### config.mk
export PLATFORM = sky130hd
export DESIGN_NAME = brc_unit
export DESIGN_NICKNAME = d
export VERILOG_FILES = /design/src/rtl/brc_pkg.sv /design/src/rtl/brc_step.sv /design/src/rtl/brc_eval.sv /design/src/rtl/brc_stage.sv /design/src/rtl/brc_unit.sv
export SDC_FILE = /design/constraint.sdc
export NUM_CORES = 1
export LEC_CHECK = 0
export BUFFER_PORTS_ARGS = -buffer_cell sky130_fd_sc_hd__buf_2
export CORE_MARGIN = 2
export CORE_UTILIZATION = 33
export CTS_CLUSTER_SIZE = 10
export DETAILED_ROUTE_END_ITERATION = 7
export GPL_TIMING_DRIVEN = 1
export SLEW_MARGIN = 20
export SYNTH_ARGS = -nofsm -noshare
export SYNTH_HDL_FRONTEND = slang
export SYNTH_SLANG_ARGS = --single-unit
export TNS_END_PERCENT = 20
### constraint.sdc
create_clock -name clk -period 6.25 [get_ports clk]
set_input_delay 1.5625 -clock clk [delete_from_list [all_inputs] [get_ports clk]]
set_output_delay 1.5625 -clock clk [all_outputs]
set_load 0.02 [all_outputs]
### src/rtl/brc_pkg.sv
package brc_pkg;

    typedef enum logic [3:0] {
        BC_EQ   = 4'd0,
        BC_NE   = 4'd1,
        BC_LT   = 4'd2,
        BC_GE   = 4'd3,
        BC_LE   = 4'd4,
        BC_GT   = 4'd5,
        BC_LTU  = 4'd6,
        BC_GEU  = 4'd7,
        BC_LEU  = 4'd8,
        BC_GTU  = 4'd9,
        BC_AND  = 4'd10,
        BC_OR   = 4'd11,
        BC_NAND = 4'd12,
        BC_NOR  = 4'd13,
        BC_RS14 = 4'd14,
        BC_RS15 = 4'd15
    } brc_cond_e;

endpackage

### src/rtl/brc_step.sv
module brc_step #(
    parameter int W = 64
) (
    input  logic [W-1:0] val_i,
    input  logic         en_i,
    input  logic         down_i,
    output logic [W-1:0] val_o
);
    localparam logic [W-1:0] ONE = {{(W-1){1'b0}}, 1'b1};

    always_comb begin
        if (!en_i)
            val_o = val_i;
        else if (down_i)
            val_o = val_i - ONE;   // R6 wraps naturally
        else
            val_o = val_i + ONE;
    end
endmodule

### src/rtl/brc_eval.sv
module brc_eval
    import brc_pkg::*;
#(
    parameter int W = 64
) (
    input  logic [W-1:0] a_i,
    input  logic [W-1:0] b_i,
    input  logic [3:0]   cond_i,
    output logic         taken_o,
    output logic         illegal_o
);
    logic      eq, slt, ult, and_nz, or_nz;
    brc_cond_e cc;

    assign cc     = brc_cond_e'(cond_i);
    assign eq     = (a_i == b_i);
    assign slt    = ($signed(a_i) < $signed(b_i));
    assign ult    = (a_i < b_i);
    assign and_nz = |(a_i & b_i);
    assign or_nz  = |(a_i | b_i);

    always_comb begin
        taken_o   = 1'b0;
        illegal_o = 1'b0;
        unique case (cc)
            BC_EQ:   taken_o = eq;
            BC_NE:   taken_o = !eq;
            BC_LT:   taken_o = slt;
            BC_GE:   taken_o = !slt;
            BC_LE:   taken_o = slt || eq;
            BC_GT:   taken_o = !(slt || eq);
            BC_LTU:  taken_o = ult;
            BC_GEU:  taken_o = !ult;
            BC_LEU:  taken_o = ult || eq;
            BC_GTU:  taken_o = !(ult || eq);
            BC_AND:  taken_o = and_nz;
            BC_OR:   taken_o = or_nz;
            BC_NAND: taken_o = !and_nz;
            BC_NOR:  taken_o = !or_nz;
            BC_RS14, BC_RS15: illegal_o = 1'b1;
        endcase
    end
endmodule

### src/rtl/brc_stage.sv
module brc_stage #(
    parameter int W       = 64,
    parameter bit REG_OUT = 1'b1
) (
    input  logic         clk,
    input  logic         rst_n,
    input  logic         vld_i,
    input  logic         tk_i,
    input  logic         ill_i,
    input  logic         we_i,
    input  logic [W-1:0] wd_i,
    output logic         vld_o,
    output logic         tk_o,
    output logic         ill_o,
    output logic         we_o,
    output logic [W-1:0] wd_o
);
    generate
        if (REG_OUT) begin : g_reg
            always_ff @(posedge clk) begin
                if (!rst_n) begin
                    vld_o <= 1'b0;
                    tk_o  <= 1'b0;
                    ill_o <= 1'b0;
                    we_o  <= 1'b0;
                    wd_o  <= '0;
                end else begin
                    vld_o <= vld_i;
                    tk_o  <= tk_i;
                    ill_o <= ill_i;
                    we_o  <= we_i;
                    wd_o  <= wd_i;
                end
            end
        end else begin : g_comb
            logic unused_clk;
            assign unused_clk = clk ^ rst_n;
            assign vld_o = vld_i;
            assign tk_o  = tk_i;
            assign ill_o = ill_i;
            assign we_o  = we_i;
            assign wd_o  = wd_i;
        end
    endgenerate
endmodule

### src/rtl/brc_unit.sv
module brc_unit #(
    parameter int W       = 64,
    parameter bit REG_OUT = 1'b1
) (
    input  logic         clk,
    input  logic         rst_n,
    input  logic         in_valid,
    input  logic [W-1:0] opnd_a,
    input  logic [W-1:0] opnd_b,
    input  logic [3:0]   cond,
    input  logic         step_en,
    input  logic         step_down,
    output logic         out_valid,
    output logic         taken,
    output logic         tgt_sel,
    output logic         illegal,
    output logic         wr_en,
    output logic [W-1:0] wr_data
);
    logic [W-1:0] a_upd;
    logic         raw_tk, raw_ill;
    logic         nx_tk, nx_ill, nx_we;

    brc_step #(.W(W)) u_step (
        .val_i (opnd_a),
        .en_i  (step_en),
        .down_i(step_down),
        .val_o (a_upd)
    );

    brc_eval #(.W(W)) u_eval (
        .a_i      (a_upd),
        .b_i      (opnd_b),
        .cond_i   (cond),
        .taken_o  (raw_tk),
        .illegal_o(raw_ill)
    );

    assign nx_tk  = in_valid && raw_tk;
    assign nx_ill = in_valid && raw_ill;
    assign nx_we  = in_valid && step_en && !raw_ill;

    brc_stage #(.W(W), .REG_OUT(REG_OUT)) u_stage (
        .clk  (clk),
        .rst_n(rst_n),
        .vld_i(in_valid),
        .tk_i (nx_tk),
        .ill_i(nx_ill),
        .we_i (nx_we),
        .wd_i (a_upd),
        .vld_o(out_valid),
        .tk_o (taken),
        .ill_o(illegal),
        .we_o (wr_en),
        .wd_o (wr_data)
    );

    assign tgt_sel = out_valid && taken;
endmodule

==> results of run 1 <==
[state kept, by name, indices dropped and copies added (netlist names)]
| name | cells |
|---|---|
| u_stage.wd_o | 64 |
| u_stage.ill_o | 1 |
| u_stage.tk_o | 1 |
| u_stage.vld_o | 1 |
| u_stage.we_o | 1 |
[layout make-up]
type                            count  area (um2)
Multi-Input combinational cell   1043        8560
Inverter                          150         563
Fill cell                        3029       15500
Sequential cell                    68        1360
Clock inverter                      6        63.8
Clock buffer                       10         239
Antenna cell                        1        2.50
Timing Repair Buffer              578        3890
Tap cell                          396         495
[placed cells by master, fill, tap and decap left out, drive strengths merged, types with 12 or more instances in the layout]
cell,Yosys,routed
o21ai,51,51
inv,149,149
nor4,25,25
nor2b,15,15
buf,11,578
nand2,68,68
a21oi,101,101
nand3,27,27
and2,16,16
xor2,21,21
xnor2,35,35
a21o,48,48
a31oi,12,12
o21bai,16,16
mux2i,44,44
nand4,53,53
dfxtp,68,68
ha,254,254
nor3,12,12
nor2,113,113
[power by group through the flow]
stage | logic, W | clock network [W] | registers, W
floorplan | 0.000699 | 0 | 0.000560
global placement | 0.00148 | 0 | 0.000500
detailed placement | 0.00150 | 0 | 0.000501
CTS | 0.00157 | 0.000553 | 0.000492
global route | 0.00173 | 0.000574 | 0.000496
finish | 0.00159 | 0.000543 | 0.000491
[through the flow]
step | hold WS (ns) | utilization | worst slack (ns) | TNS, ns
2_1_floorplan | 1.68 | - | 0.0166 | 0
3_3_place_gp | 1.89 | 0.468 | -0.658 | -0.658
3_5_place_dp | 1.90 | 0.468 | -0.773 | -0.773
4_1_cts | 1.52 | 0.493 | -0.0870 | -0.0870
5_1_grt | 1.53 | 0.495 | -0.394 | -0.394
6_report | 1.52 | 0.495 | -0.196 | -0.196
[cell families after synthesis]
kind of cell    count (synthesis)  share of synthesized area
compound gates                315                      0.208
xor+xnor                       56                     0.0477
fa+ha+maj                     255                      0.311
buf+inv                       195                     0.0721
flops                          68                      0.132
mux                            50                     0.0497
simple gates                  367                      0.179
[metal layers]
layer  global-route usage  part of all wire
met1                0.315              0.45
met2                0.411              0.48
met3               0.0364             0.052
met4               0.0623             0.018
met5                    0           0.00022
[repair_timing]
| action | in CTS | in global routing |
|---|---|---|
| pin swaps | 24 | 7 |
| gates cloned | 1 | 0 |
| endpoints found under the setup margin | 1 | 1 |
| setup buffers | 12 | 1 |
| resized for setup | 61 | 9 |
[final timing paths]
| path | slack [ns] | depth (start not counted) | end | from |
|---|---|---|---|---|
| worst max-delay path | -0.20 | 28 | u_stage.tk_o | step_down |
| worst min-delay path | 1.52 | 2 | u_stage.wd_o[49] | rst_n |
==> impl_results.md, run 1 <==
- Outcome: finished, violations left
- Failing checks: negative setup slack
- Setup WS post-layout: -0.196 ns
- Detail Route Antenna Nets: 0
- Period utilization: 1.03
- Clock slew seen by the registers of the worst setup and hold paths: 0.06 ns
- Final Power: 0.00263 W
- Area grow syn2layout: 47.5%
- Top-count cell post-synth: ha_1
- Synth Flop Type: dfxtp_1
- Pwr Density: 173 nW/um2
- Routed WL per cell: 18.0 um
- Largest stage delay, worst path: 0.51 ns
- Cts hold-fix bufs: 0
- Arr. time, crit path: 6.70 ns
- Clock sinks: 68
- Most frequent cell on the critical path: buf_4
- CTS tree: yes
- Slew Limit Fails: 0
- Ports: 206
- Die width: 181 um
- Synth cell types: 79
- Vias in the first global route: 11.4k
- Die Area: 32600 um2
- Initial Util: 0.336
- Final setup fails: 1
- Setup CP Type: input pin to flop
- Overall Global Routing Usage: 0.240
- Ranking of synthesized cells by area: ha_1 (31%), dfxtp_1 (13%), inv_1 (5.4%)
- Seq/Total Area, Yosys: 0.132
- Htree depth: 3
- Yosys warning total: 0
- CTS root buf: clkbuf_16
- Number of max-cap violations: 0
- Final Instance Area: 15200 um2
- Most frequent cells after synthesis: ha_1 (254), inv_1 (147), nor2_1 (113), a21oi_1 (101)
- Drt via density: 5.12
- Remaining DRCs: 0
- Post-Synthesis Net Count: 1698
- Cell area after placement: 14300 um2
- Rows: 64
- Final hold vios: 0
- Via count: 11.5k
- Worst path slowest cell: or4_1
- GRT overflow: 0
- Fin crit period: 6.45 ns
- Post-synth EDFFs: 0
- Core Area: 30700 um2
- PortBufs: 205
- Placed Cells incl. Taps: 2221
- Dpl hpwl: 34.2 mm
- Gate power share: 0.606
- Post-Syn Area per Cell: 7.88 um2
- DR pass1 iterations: 7
- Worst VDD drop: 0.000143 V
- Finished Layout Cells: 2252
- Nets: 2242
- Required time worst endpoint: 6.50 ns
- Lkg Pwr: 8.17 nW
- Layout cells sized above 1: 0.360
- Deepest clock path buffer count: 2
- Total CTS buffers: 9
- CP bufs+invs: 7
- RSZ-0062 raised after global routing: yes
- First-pass GRT wire length: 61.6 mm
- Family with the most delay on the worst path: simple AND/OR/NAND/NOR gates
- Final GP Congestion: 0.967
- Antenna violations before repair: 2
- Worst Max-Slew Pin Slew: 0.764 ns
- Largest net degree at the start of global routing: 61
- DIE HEIGHT: 181 um
- Internal power: 0.00155 W
- Slew headroom: 0.490
- Seq pwr share: 0.187
- Mapped Cells: 1306
- Final wirelength: 40.5 mm
- Crit end category: flop
- Switch share: 0.408
- Synth Register Bits: 68
- Clk pwr share: 0.207
- Net Switching: 0.00107 W
- Post-synth top area cell: ha_1
- Asr flop ratio synth: 0
- Startpoint types: input pin
- Synth Cell Area: 10300 um2
- Iter 0 DRT Violations: 644
- Yosys top cell area share: 0.309
- Worst Hold Class: input pin to flop
- Crit path max fanout: 7
- Fmax: 0.155 GHz
Power figures use the tool's default switching activity.
==> run 2, diff against run 1 <==
--- a/config.mk
+++ b/config.mk
@@ -6,11 +6,14 @@
 export NUM_CORES = 1
 export LEC_CHECK = 0
 export BUFFER_PORTS_ARGS = -buffer_cell sky130_fd_sc_hd__buf_2
+export CELL_PAD_IN_SITES_DETAIL_PLACEMENT = 0
+export CELL_PAD_IN_SITES_GLOBAL_PLACEMENT = 2
 export CORE_MARGIN = 2
-export CORE_UTILIZATION = 33
+export CORE_UTILIZATION = 30
 export CTS_CLUSTER_SIZE = 10
 export DETAILED_ROUTE_END_ITERATION = 7
 export GPL_TIMING_DRIVEN = 1
+export PLACE_DENSITY_LB_ADDON = 0.1
 export SLEW_MARGIN = 20
 export SYNTH_ARGS = -nofsm -noshare
 export SYNTH_HDL_FRONTEND = slang
==> run 2 against run 1 <==
Largest cell class unchanged. The run still ends with negative setup slack left. Critical endpoint unchanged. Non-clock buffer count up 31. Fmax up 1.2%. Combinational power up 3%. Sequential power about the same. Sequential share of layout area down 0.18 points. Via count down 2.8%. Global-route usage about the same. Critical path depth down 3. Flip-flop and latch count unchanged. Die area up 9.8%. Power about the same. Clock power down 7.9%.
==> impl_results.md, run 2 (synthesized netlist as in run 1, its figures left out) <==
- Outcome: finished, violations left
- Failing checks: negative setup slack
- Largest stage delay, worst path: 0.48 ns (-0.03 ns)
- Iter 0 DRT Violations: 554 (-14%)
- Final hold vios: 0 (unchanged)
- Total CTS buffers: 9 (unchanged)
- Commonest non-fill, non-tap cell in the layout: buf_4
- Die width: 189 um (+4.8%)
- Final GP Congestion: 0.900 (-7.0%)
- Hold Path Origin: rst_n
- Dpl hpwl: 37.5 mm (+9.8%)
- Max reg flops: 64 (unchanged)
- Crit path max fanout: 5 (-2)
- Arr. time, crit path: 6.63 ns (-0.07 ns)
- Finished Layout Cells: 2334 (+3.6%)
- Initial Util: 0.306 (-0.0294)
- Multi-input gate area: 8560 um2 (about the same)
- Slew Limit Fails: 0 (unchanged)
- Number of fill cells: 3518 (+16%)
- Setup WS post-layout: -0.122 ns (+0.0748 ns)
- Lkg Pwr: 8.33 nW (+2.0%)
- Clk pwr share: 0.191 (-0.016)
- Placed Cells incl. Taps: 2310 (+4.0%)
- Gate power share: 0.623 (+0.017)
- Required time worst endpoint: 6.51 ns (about the same)
- Final wirelength: 43.3 mm (+7.0%)
- Routed WL per cell: 18.6 um (+3.2%)
- Crit. Startpoint: step_down
- Fin crit period: 6.37 ns (-0.0748 ns)
- Layer with the highest usage: met2
- FF+latch area: 1360 um2 (unchanged)
- Worst Hold Class: input pin to flop
- CTS root buf: clkbuf_16
- Cell area after placement: 14700 um2 (+2.6%)
- PortBufs: 205 (unchanged)
- Final Instance Area: 15500 um2 (+2.0%)
- Nets: 2273 (+1.4%)
- Cts hold-fix bufs: 0 (unchanged)
- Switch share: 0.410 (+0.00174)
- Met3 Use GR: 0.0502 (+0.0139)
- Worst path slowest cell: o41a_1
- Detail Route Antenna Nets: 0 (unchanged)
- RSZ-0062 raised after global routing: yes
- Vias in the first global route: 11.3k (-1.2%)
- Largest net degree at the start of global routing: 36 (-41%)
- Htree depth: 3 (unchanged)
- Clock sinks: 68 (unchanged)
- Commonest non-fill, non-tap cells in the layout: buf_4 (396), ha_1 (243), buf_2 (203), inv_1 (147), nor2_1 (111)
- CP bufs+invs: 5 (-2)
- Ports: 206 (unchanged)
- Startpoint types: input pin
- Via count: 11.2k (-2.8%)
- Family with the most delay on the worst path: compound AO/OA/AOI/OAI gates
- CTS tree: yes
- Die Area: 35800 um2 (+9.8%)
- Rows: 67 (+4.7%)
- DIE HEIGHT: 189 um (+4.8%)
- Number of max-cap violations: 0 (unchanged)
- Remaining DRCs: 0 (unchanged)
- Core Area: 33600 um2 (+9.6%)
- GRT overflow: 0 (unchanged)
- Clock slew seen by the registers of the worst setup and hold paths: 0.06 ns (about the same)
- DR pass1 iterations: 5 (-2)
- Worst Max-Slew Pin Slew: 0.650 ns (-0.114 ns)
- Met1 Track Usage GR: 0.338 (+0.0225)
- First-pass GRT wire length: 64.6 mm (+4.9%)
- Top reg by flops: u_stage.wd_o
- Seq pwr share: 0.187 (about the same)
- Area grow syn2layout: 50.4%
- Worst VDD drop: 0.000153 V (+7.0%)
- Period utilization: 1.02 (-0.0120)
- Setup CP Type: input pin to flop
- Final setup fails: 1 (unchanged)
- Internal power: 0.00155 W (-0.36%)
- Overall Global Routing Usage: 0.241 (+0.000320)
- Fmax: 0.157 GHz (+1.2%)
- Slew headroom: 0.566 (+0.0756)
- Pwr Density: 169 nW/um2 (-2.0%)
- Crit end category: flop
- Layout cells sized above 1: 0.371 (+0.0112)
- Net Switching: 0.00108 W (+0.36%)
- Deepest clock path buffer count: 2 (unchanged)
- Antenna violations before repair: 2 (unchanged)
- Global routing usage on met2: 0.372 (-0.0393)
- Drt via density: 4.80 (-6.2%)
-- run 2: final timing paths --
check / slack (ns) / cells past startpoint / end
min: 1.49 / 2 / u_stage.wd_o[46]
max: -0.12 / 25 / u_stage.tk_o
-- run 2: power by group through the flow --
stage | Combinational (W) | Clock (W) | Sequential [W]
detailed placement | 0.00157 | 0 | 0.000499
CTS | 0.00163 | 0.000514 | 0.000490
global route | 0.00179 | 0.000529 | 0.000494
global placement | 0.00157 | 0 | 0.000499
floorplan | 0.000699 | 0 | 0.000560
finish | 0.00163 | 0.000500 | 0.000490
-- run 2: area by class of cell --
type,count,share of cell area
clock buffer,13,0.0168
antenna,1,0.000162
inverter,150,0.0364
multi-input combinational,1043,0.553
clock inverter,2,0.000647
sequential,68,0.0879
timing repair buffer,609,0.269
tap,448,0.0362
-- run 2: timing repair --
| action | 4_1_cts | 5_1_grt |
|---|---|---|
| endpoints found under the setup margin | 1 | 1 |
| resized for setup | 60 | 15 |
| gates cloned | 2 | 0 |
| pin swaps | 27 | 12 |
| setup buffers | 5 | 1 |
-- run 2: metrics by stage --
stage	hold slack (ns)	TNS, ns	power [W]	worst slack [ns]	utilization
5_1_grt	1.51	-0.336	0.00281	-0.336	0.460
2_1_floorplan	1.68	0	0.00126	0.0166	-
6_report	1.49	-0.122	0.00262	-0.122	0.460
3_5_place_dp	1.88	-0.735	0.00207	-0.735	0.438
4_1_cts	1.49	0	0.00263	0.00536	0.458
3_3_place_gp	1.89	-0.793	0.00207	-0.793	0.438
-- run 2: routing by layer --
layer / vias to the layer above / routed length (um) / part of all wire
li1: 5766 / - / -
met1: 5135 / 21500 / 0.50
met2: 272 / 18400 / 0.43
met3: 38 / 2500 / 0.058
met4: 0 / 842 / 0.019
met5: - / 0 / 0
